File: config.mk
export PLATFORM = sky130hd
export DESIGN_NAME = irq_trap_inject
export DESIGN_NICKNAME = d
export VERILOG_FILES = /design/src/rtl/irq_trap_pkg.sv /design/src/rtl/irq_flags.sv /design/src/rtl/irq_arbiter.sv /design/src/rtl/irq_seq.sv /design/src/rtl/irq_trap_inject.sv
export SDC_FILE = /design/constraint.sdc
export NUM_CORES = 1
export LEC_CHECK = 0
export CAP_MARGIN = 20
export CORE_MARGIN = 8
export CORE_UTILIZATION = 30
export CTS_CLUSTER_SIZE = 25
export DETAILED_ROUTE_END_ITERATION = 10
export GPL_ROUTABILITY_DRIVEN = 0
export PLACE_DENSITY = 0.61
export SLEW_MARGIN = 10
export SYNTH_ARGS = -nofsm -noshare
export SYNTH_HDL_FRONTEND = slang
export SYNTH_SLANG_ARGS = --single-unit
File: constraint.sdc
create_clock -name clk_i -period 12.5 [get_ports clk_i]
set_input_delay 2.5 -clock clk_i [delete_from_list [all_inputs] [get_ports clk_i]]
set_output_delay 2.5 -clock clk_i [all_outputs]
set_load 0.02 [all_outputs]
File: src/rtl/irq_trap_pkg.sv
package irq_trap_pkg;
  typedef enum logic [1:0] {
    ST_IDLE = 2'd0,
    ST_ARB  = 2'd1,
    ST_INJ  = 2'd2,
    ST_SAVE = 2'd3
  } trap_st_e;
endpackage

File: src/rtl/irq_flags.sv
module irq_flags #(
  parameter int N_SRC = 8,
  localparam int SW = $clog2(N_SRC)
) (
  input  logic             clk_i,
  input  logic             rst_ni,
  input  logic [N_SRC-1:0] set_i,
  input  logic             clr_en_i,
  input  logic [SW-1:0]    clr_idx_i,
  output logic [N_SRC-1:0] pend_o
);
  logic [N_SRC-1:0] pend_q;
  logic [N_SRC-1:0] clr_mask;

  assign clr_mask = clr_en_i ? (N_SRC'(1) << clr_idx_i) : '0;

  // set dominates a same-cycle clear
  always_ff @(posedge clk_i or negedge rst_ni) begin
    if (!rst_ni) pend_q <= '0;
    else         pend_q <= (pend_q & ~clr_mask) | set_i;
  end

  assign pend_o = pend_q;
endmodule

File: src/rtl/irq_arbiter.sv
module irq_arbiter #(
  parameter int N_SRC = 8,
  parameter int LVL_W = 4,
  localparam int SW = $clog2(N_SRC)
) (
  input  logic [N_SRC-1:0]       pend_i,
  input  logic [N_SRC-1:0]       en_i,
  input  logic [N_SRC*LVL_W-1:0] lvl_i,
  input  logic [LVL_W-1:0]       cpu_lvl_i,
  output logic                   any_o,
  output logic [SW-1:0]          win_o
);
  logic [N_SRC-1:0] elig;
  logic [LVL_W-1:0] lvl [N_SRC];

  for (genvar g = 0; g < N_SRC; g++) begin : g_elig
    assign lvl[g]  = lvl_i[g*LVL_W +: LVL_W];
    assign elig[g] = pend_i[g] & en_i[g] & (lvl[g] > cpu_lvl_i);
  end

  // strict '>' keeps the lower index on ties
  always_comb begin
    logic             found;
    logic [LVL_W-1:0] best;
    logic [SW-1:0]    idx;
    found = 1'b0;
    best  = '0;
    idx   = '0;
    for (int i = 0; i < N_SRC; i++) begin
      if (elig[i] && (!found || lvl[i] > best)) begin
        found = 1'b1;
        best  = lvl[i];
        idx   = SW'(i);
      end
    end
    any_o = found;
    win_o = idx;
  end
endmodule

File: src/rtl/irq_seq.sv
module irq_seq
  import irq_trap_pkg::*;
#(
  parameter int N_SRC = 8,
  parameter int ADDR_W = 16,
  parameter logic [ADDR_W-1:0] VEC_BASE = 16'h0100,
  localparam int SW = $clog2(N_SRC)
) (
  input  logic              clk_i,
  input  logic              rst_ni,
  input  logic              any_i,
  input  logic [SW-1:0]     win_i,
  input  logic              stall_i,
  input  logic              seg_mode_i,
  input  logic [ADDR_W-1:0] dec_pc_i,
  output logic              inject_o,
  output logic              squash_o,
  output logic [SW-1:0]     trap_src_o,
  output logic              save_psw_o,
  output logic              save_ip_o,
  output logic              save_csp_o,
  output logic              redirect_o,
  output logic [ADDR_W-1:0] redirect_addr_o,
  output logic [ADDR_W-1:0] resume_addr_o
);
  trap_st_e          st_q, st_d;
  logic [SW-1:0]     win_q;
  logic [ADDR_W-1:0] resume_q;
  logic              fire;

  assign fire = (st_q == ST_INJ) && !stall_i;

  always_comb begin
    st_d = st_q;
    unique case (st_q)
      ST_IDLE: if (any_i) st_d = ST_ARB;
      ST_ARB:  st_d = any_i ? ST_INJ : ST_IDLE;
      ST_INJ:  if (!stall_i) st_d = ST_SAVE;
      ST_SAVE: st_d = ST_IDLE;
      default: st_d = ST_IDLE;
    endcase
  end

  always_ff @(posedge clk_i or negedge rst_ni) begin
    if (!rst_ni) begin
      st_q     <= ST_IDLE;
      win_q    <= '0;
      resume_q <= '0;
    end else begin
      st_q <= st_d;
      if (st_q == ST_ARB && any_i) win_q <= win_i;
      if (fire) resume_q <= dec_pc_i;
    end
  end

  assign inject_o        = fire;
  assign squash_o        = fire;
  assign trap_src_o      = win_q;
  assign save_psw_o      = (st_q == ST_SAVE);
  assign save_ip_o       = (st_q == ST_SAVE);
  assign save_csp_o      = (st_q == ST_SAVE) && seg_mode_i;
  assign redirect_o      = (st_q == ST_SAVE);
  assign redirect_addr_o = VEC_BASE + (ADDR_W'(win_q) << 2);
  assign resume_addr_o   = resume_q;
endmodule

File: src/rtl/irq_trap_inject.sv
module irq_trap_inject #(
  parameter int N_SRC = 8,
  parameter int LVL_W = 4,
  parameter int ADDR_W = 16,
  parameter logic [ADDR_W-1:0] VEC_BASE = 16'h0100,
  localparam int SW = $clog2(N_SRC)
) (
  input  logic                   clk_i,
  input  logic                   rst_ni,
  input  logic [N_SRC-1:0]       irq_set_i,
  input  logic [N_SRC-1:0]       irq_en_i,
  input  logic [N_SRC*LVL_W-1:0] irq_lvl_i,
  input  logic [LVL_W-1:0]       cpu_lvl_i,
  input  logic                   stall_i,
  input  logic                   seg_mode_i,
  input  logic [ADDR_W-1:0]      dec_pc_i,
  output logic [N_SRC-1:0]       irq_pend_o,
  output logic                   inject_o,
  output logic                   squash_o,
  output logic [SW-1:0]          trap_src_o,
  output logic                   save_psw_o,
  output logic                   save_ip_o,
  output logic                   save_csp_o,
  output logic                   redirect_o,
  output logic [ADDR_W-1:0]      redirect_addr_o,
  output logic [ADDR_W-1:0]      resume_addr_o
);
  logic          any;
  logic [SW-1:0] win;
  logic          inj;
  logic [SW-1:0] src;

  irq_flags #(.N_SRC(N_SRC)) u_flags (
    .clk_i     (clk_i),
    .rst_ni    (rst_ni),
    .set_i     (irq_set_i),
    .clr_en_i  (inj),
    .clr_idx_i (src),
    .pend_o    (irq_pend_o)
  );

  irq_arbiter #(.N_SRC(N_SRC), .LVL_W(LVL_W)) u_arb (
    .pend_i    (irq_pend_o),
    .en_i      (irq_en_i),
    .lvl_i     (irq_lvl_i),
    .cpu_lvl_i (cpu_lvl_i),
    .any_o     (any),
    .win_o     (win)
  );

  irq_seq #(.N_SRC(N_SRC), .ADDR_W(ADDR_W), .VEC_BASE(VEC_BASE)) u_seq (
    .clk_i           (clk_i),
    .rst_ni          (rst_ni),
    .any_i           (any),
    .win_i           (win),
    .stall_i         (stall_i),
    .seg_mode_i      (seg_mode_i),
    .dec_pc_i        (dec_pc_i),
    .inject_o        (inj),
    .squash_o        (squash_o),
    .trap_src_o      (src),
    .save_psw_o      (save_psw_o),
    .save_ip_o       (save_ip_o),
    .save_csp_o      (save_csp_o),
    .redirect_o      (redirect_o),
    .redirect_addr_o (redirect_addr_o),
    .resume_addr_o   (resume_addr_o)
  );

  assign inject_o   = inj;
  assign trap_src_o = src;
endmodule

==> results.py, run 1 <==
metrics = {
    "die": {
        "num_rows": 37,
        "io-pin-count": 121,
        "die_h_um": 119,
        "floorplan.die_area_um2": 14200,
        "initial_core_util_pct": 30.8,
        "core_area_um2": 10300,
        "die_x_um": 119,
    },
    "synthesis": {
        "ys_warn_count": 0,
        "ys_seq_elements": 29,
        "synth_seq_area_share_pct": 22.8,
        "syn_avg_cell_area_um2": 9.15,
        "synthArstFlopShare_pct": 100,
        "synth_top_area_share_pct": 23.6,
        "yosysUniqueCellTypes": 48,
        "syn_area_um2": 3180,
        "synth_edf_count": 0,
        "synthTopCellsByArea": "ha_1, dfrtp_1, mux2_2",
        "synth.largest_area_cell": "ha_1",
        "synth_flop_cell": "dfrtp_1",
        "synthCells": 348,
    },
    "setup_path": {
        "worstSetupEndpoint": "u_seq.trap_src_o[1]",
        "cp_max_fo": 7,
        "critPathSlowestCell": "a221o_1",
        "r2r-end": "u_seq.trap_src_o[1]",
        "cp_common_cell": "o21a_1",
        "start_kind": "input port",
        "reg2reg_depth": 58,
        "rrSetupSlack_ps": 2580,
        "cp-end-kind": "flop",
        "reg2reg_from": "u_flags.pend_o[0]",
        "cp-startpoint": "cpu_lvl_i[1]",
        "arrival_ps": 12410,
        "worst-endpoint-required_ps": 12650,
        "path_class": "input port to flop",
        "critPathMaxStageDelay_ps": 350,
    },
    "drt": {
        "dr.pass1.iters": 4,
        "ant_nets": 0,
        "num_vias": 3291,
        "drc_errors": 0,
        "routed_wl_mm": 11.1,
        "viasPerCell": 5.12,
        "routedWlPerCell_um": 17.2,
        "drt-initial-drc-count": 125,
    },
    "sta": {
        "rsz0062_at_grt": "yes",
        "tightestPinTransition_ps": 810,
        "setup-violations-final": 0,
        "slew_headroom_pct": 46.0,
        "period_needed_ps": 12260,
        "fmax_mhz": 81.6,
        "drv_slew": 0,
        "whs_ps": 509,
        "timing_hold_violations_final": 0,
        "skew_ps": 2.21,
        "finalCritPeriodShare_pct": 98.1,
    },
    "cts": {
        "root_buffer": "clkbuf_8",
        "clock_path_buffers": 2,
        "postCtsHoldBufs": 0,
        "numCtsBuffers": 5,
        "cts.sinks": 29,
        "clkLatencyLatePin_ps": 270,
        "clk_pin_slew_worst_paths_ps": 60,
        "tritoncts": "done",
        "htreeDepth": 2,
    },
    "power": {
        "leakage_nw": 2.19,
        "max-vdd-ir-drop_uv": 133,
        "p_per_area_nw_per_um2": 140,
    },
    "global_routing": {
        "globalRouteOverflowTotal": 0,
        "grtUsageTotal_pct": 14.9,
        "grt_busiest_layer": "met2",
        "grt_use_met2_pct": 26.5,
        "grt_pass1_wl_mm": 17.5,
        "met3_usage_pct": 5.29,
        "grt_pass1_vias": 3508,
        "grt_max_degree": 30,
        "grt_antenna_before_repair": 0,
        "use_met1_pct": 16.4,
    },
    "layout": {
        "num_antenna_cells": 0,
        "final.fill_count": 951,
        "drive_gt1_share_pct": 27.8,
        "fin_nets": 639,
        "area_delta_synth_final_pct": 59.7,
        "post-route-util_pct": 49.3,
        "finalNonFillerCells": 643,
    },
    "placed_design": {
        "port_buffers": 107,
        "dp_cells": 618,
        "post-dp-hpwl_mm": 8.87,
    },
    "outcome": {
        "status": "complete, no violations",
    },
    "job": {
        "maxCapViolations": 0,
    },
    "hold_path": {
        "hp-class": "flop to flop",
    },
}
==> worst min path at each step <==
stage	from	end	slack, ps	cells after the start
finish	u_seq.resume_addr_o[9]	u_seq.resume_addr_o[9]	510	1
global route	u_seq.resume_addr_o[12]	u_seq.resume_addr_o[12]	530	1
CTS	u_seq.resume_addr_o[5]	u_seq.resume_addr_o[5]	510	1
detailed placement	u_seq.resume_addr_o[9]	u_seq.resume_addr_o[9]	500	1
global placement	u_seq.resume_addr_o[5]	u_seq.resume_addr_o[5]	490	1
floorplan	flop	u_seq.st_q[0]	480	1
==> final cells by class <==
cell class              instances  area [µm²]  share of cell area [%]
multi-input cells             286        2510                    49.4
repair buffers                165        1510                    29.7
flip-flops and latches         29         726                    14.3
well taps                     136         170                    3.35
clock buffers                   7        86.3                    1.70
inverters                      20        82.6                    1.62
==> placed cells by master, fill, tap and decap left out, drive strengths merged, types with 2 or more instances in the layout <==
master,instances
nand4,15
a211oi,3
a22o,3
nand3,12
nand2b,5
a22oi,6
nand2,11
a21o,14
ha,60
o21ai,14
a221oi,2
clkbuf,10
conb,13
a21boi,4
inv,20
nor2,13
nor3b,2
and2,3
o32a,2
o21a,10
o211ai,12
buf,63
dfrtp,29
mux2,19
a21oi,30
or3,2
and4,2
nor2b,17
clkdlybuf4s50,98
==> layer usage <==
layer	routed length [µm]	part of all wire (%)
met1	4490	40
met2	5440	49
met3	983	8.9
met4	176	1.6
met5	0	0
==> cells in the mapped netlist, types with 9 or more instances <==
cell type and instances:
buf_4 20, nor2b_1 16, dfrtp_1 29, nand4_1 15
nor2_1 13, nand3_1 12, inv_1 20, nand2_1 11
o21ai_0 12, a21oi_1 30, mux2_2 19, a21o_1 14
o21a_1 9, o211ai_1 11, ha_1 60
==> cells by family (layout without fill, tap and decap cells) <==
kind of cell	after synthesis	after routing	share of synthesized area (%)
AOI/OAI and AO/OA	108	108	23.9
and+or+nand+nor	85	85	14.6
adders and majority gates	60	60	23.6
buffers and inverters	44	192	7.78
DFF	29	29	22.8
muxes	20	20	7.04
other	2	13	0.236
==> what timing repair did <==
action | CTS | global route
gates resized for setup | 28 | 64
pin swaps | 26 | 50
gates cloned | 1 | 0
setup buffers | 5 | 12
setup endpoints to repair | 3 | 3
==> sequential cells by signal, indices dropped and copies added (netlist names), named ones only <==
name and flops:
u_seq.resume_addr_o 16, u_flags.pend_o 8, u_seq.trap_src_o 3, u_seq.st_q 1
==> metrics by stage <==
step                      TNS, ps  worst slack, ps  instance area [µm²]  total power, mW
after CTS                       0             6.60                 4830            0.684
after global routing         -829             -304                 5080            0.768
after floorplan                 0             60.4                 3220            0.401
final                           0              243                 5080            0.713
after detailed placement    -2370             -811                 4590            0.583
after global placement      -1670             -569                 4590            0.575
==> worst max-delay path, delay by kind of cell <==
family | cells | cell delay (ps)
buf+inv | 4 | 370
simple gates | 14 | 1610
compound gates | 36 | 5710
fa+ha+maj | 8 | 2210
==> where the power goes <==
part / switching [mW] / total, mW / internal [mW]
registers: 0.0308 / 0.162 / 0.131
logic: 0.226 / 0.474 / 0.247
clock network: 0.0340 / 0.0776 / 0.0436
total: 0.291 / 0.713 / 0.422
Power figures use the tool's default switching activity.
==> inputs of run 2 (changes only) <==
CAP_MARGIN = not set   (was 20)
==> results of run 2 <==
The final DEF is identical to that of run 1; final timing and power are the same.
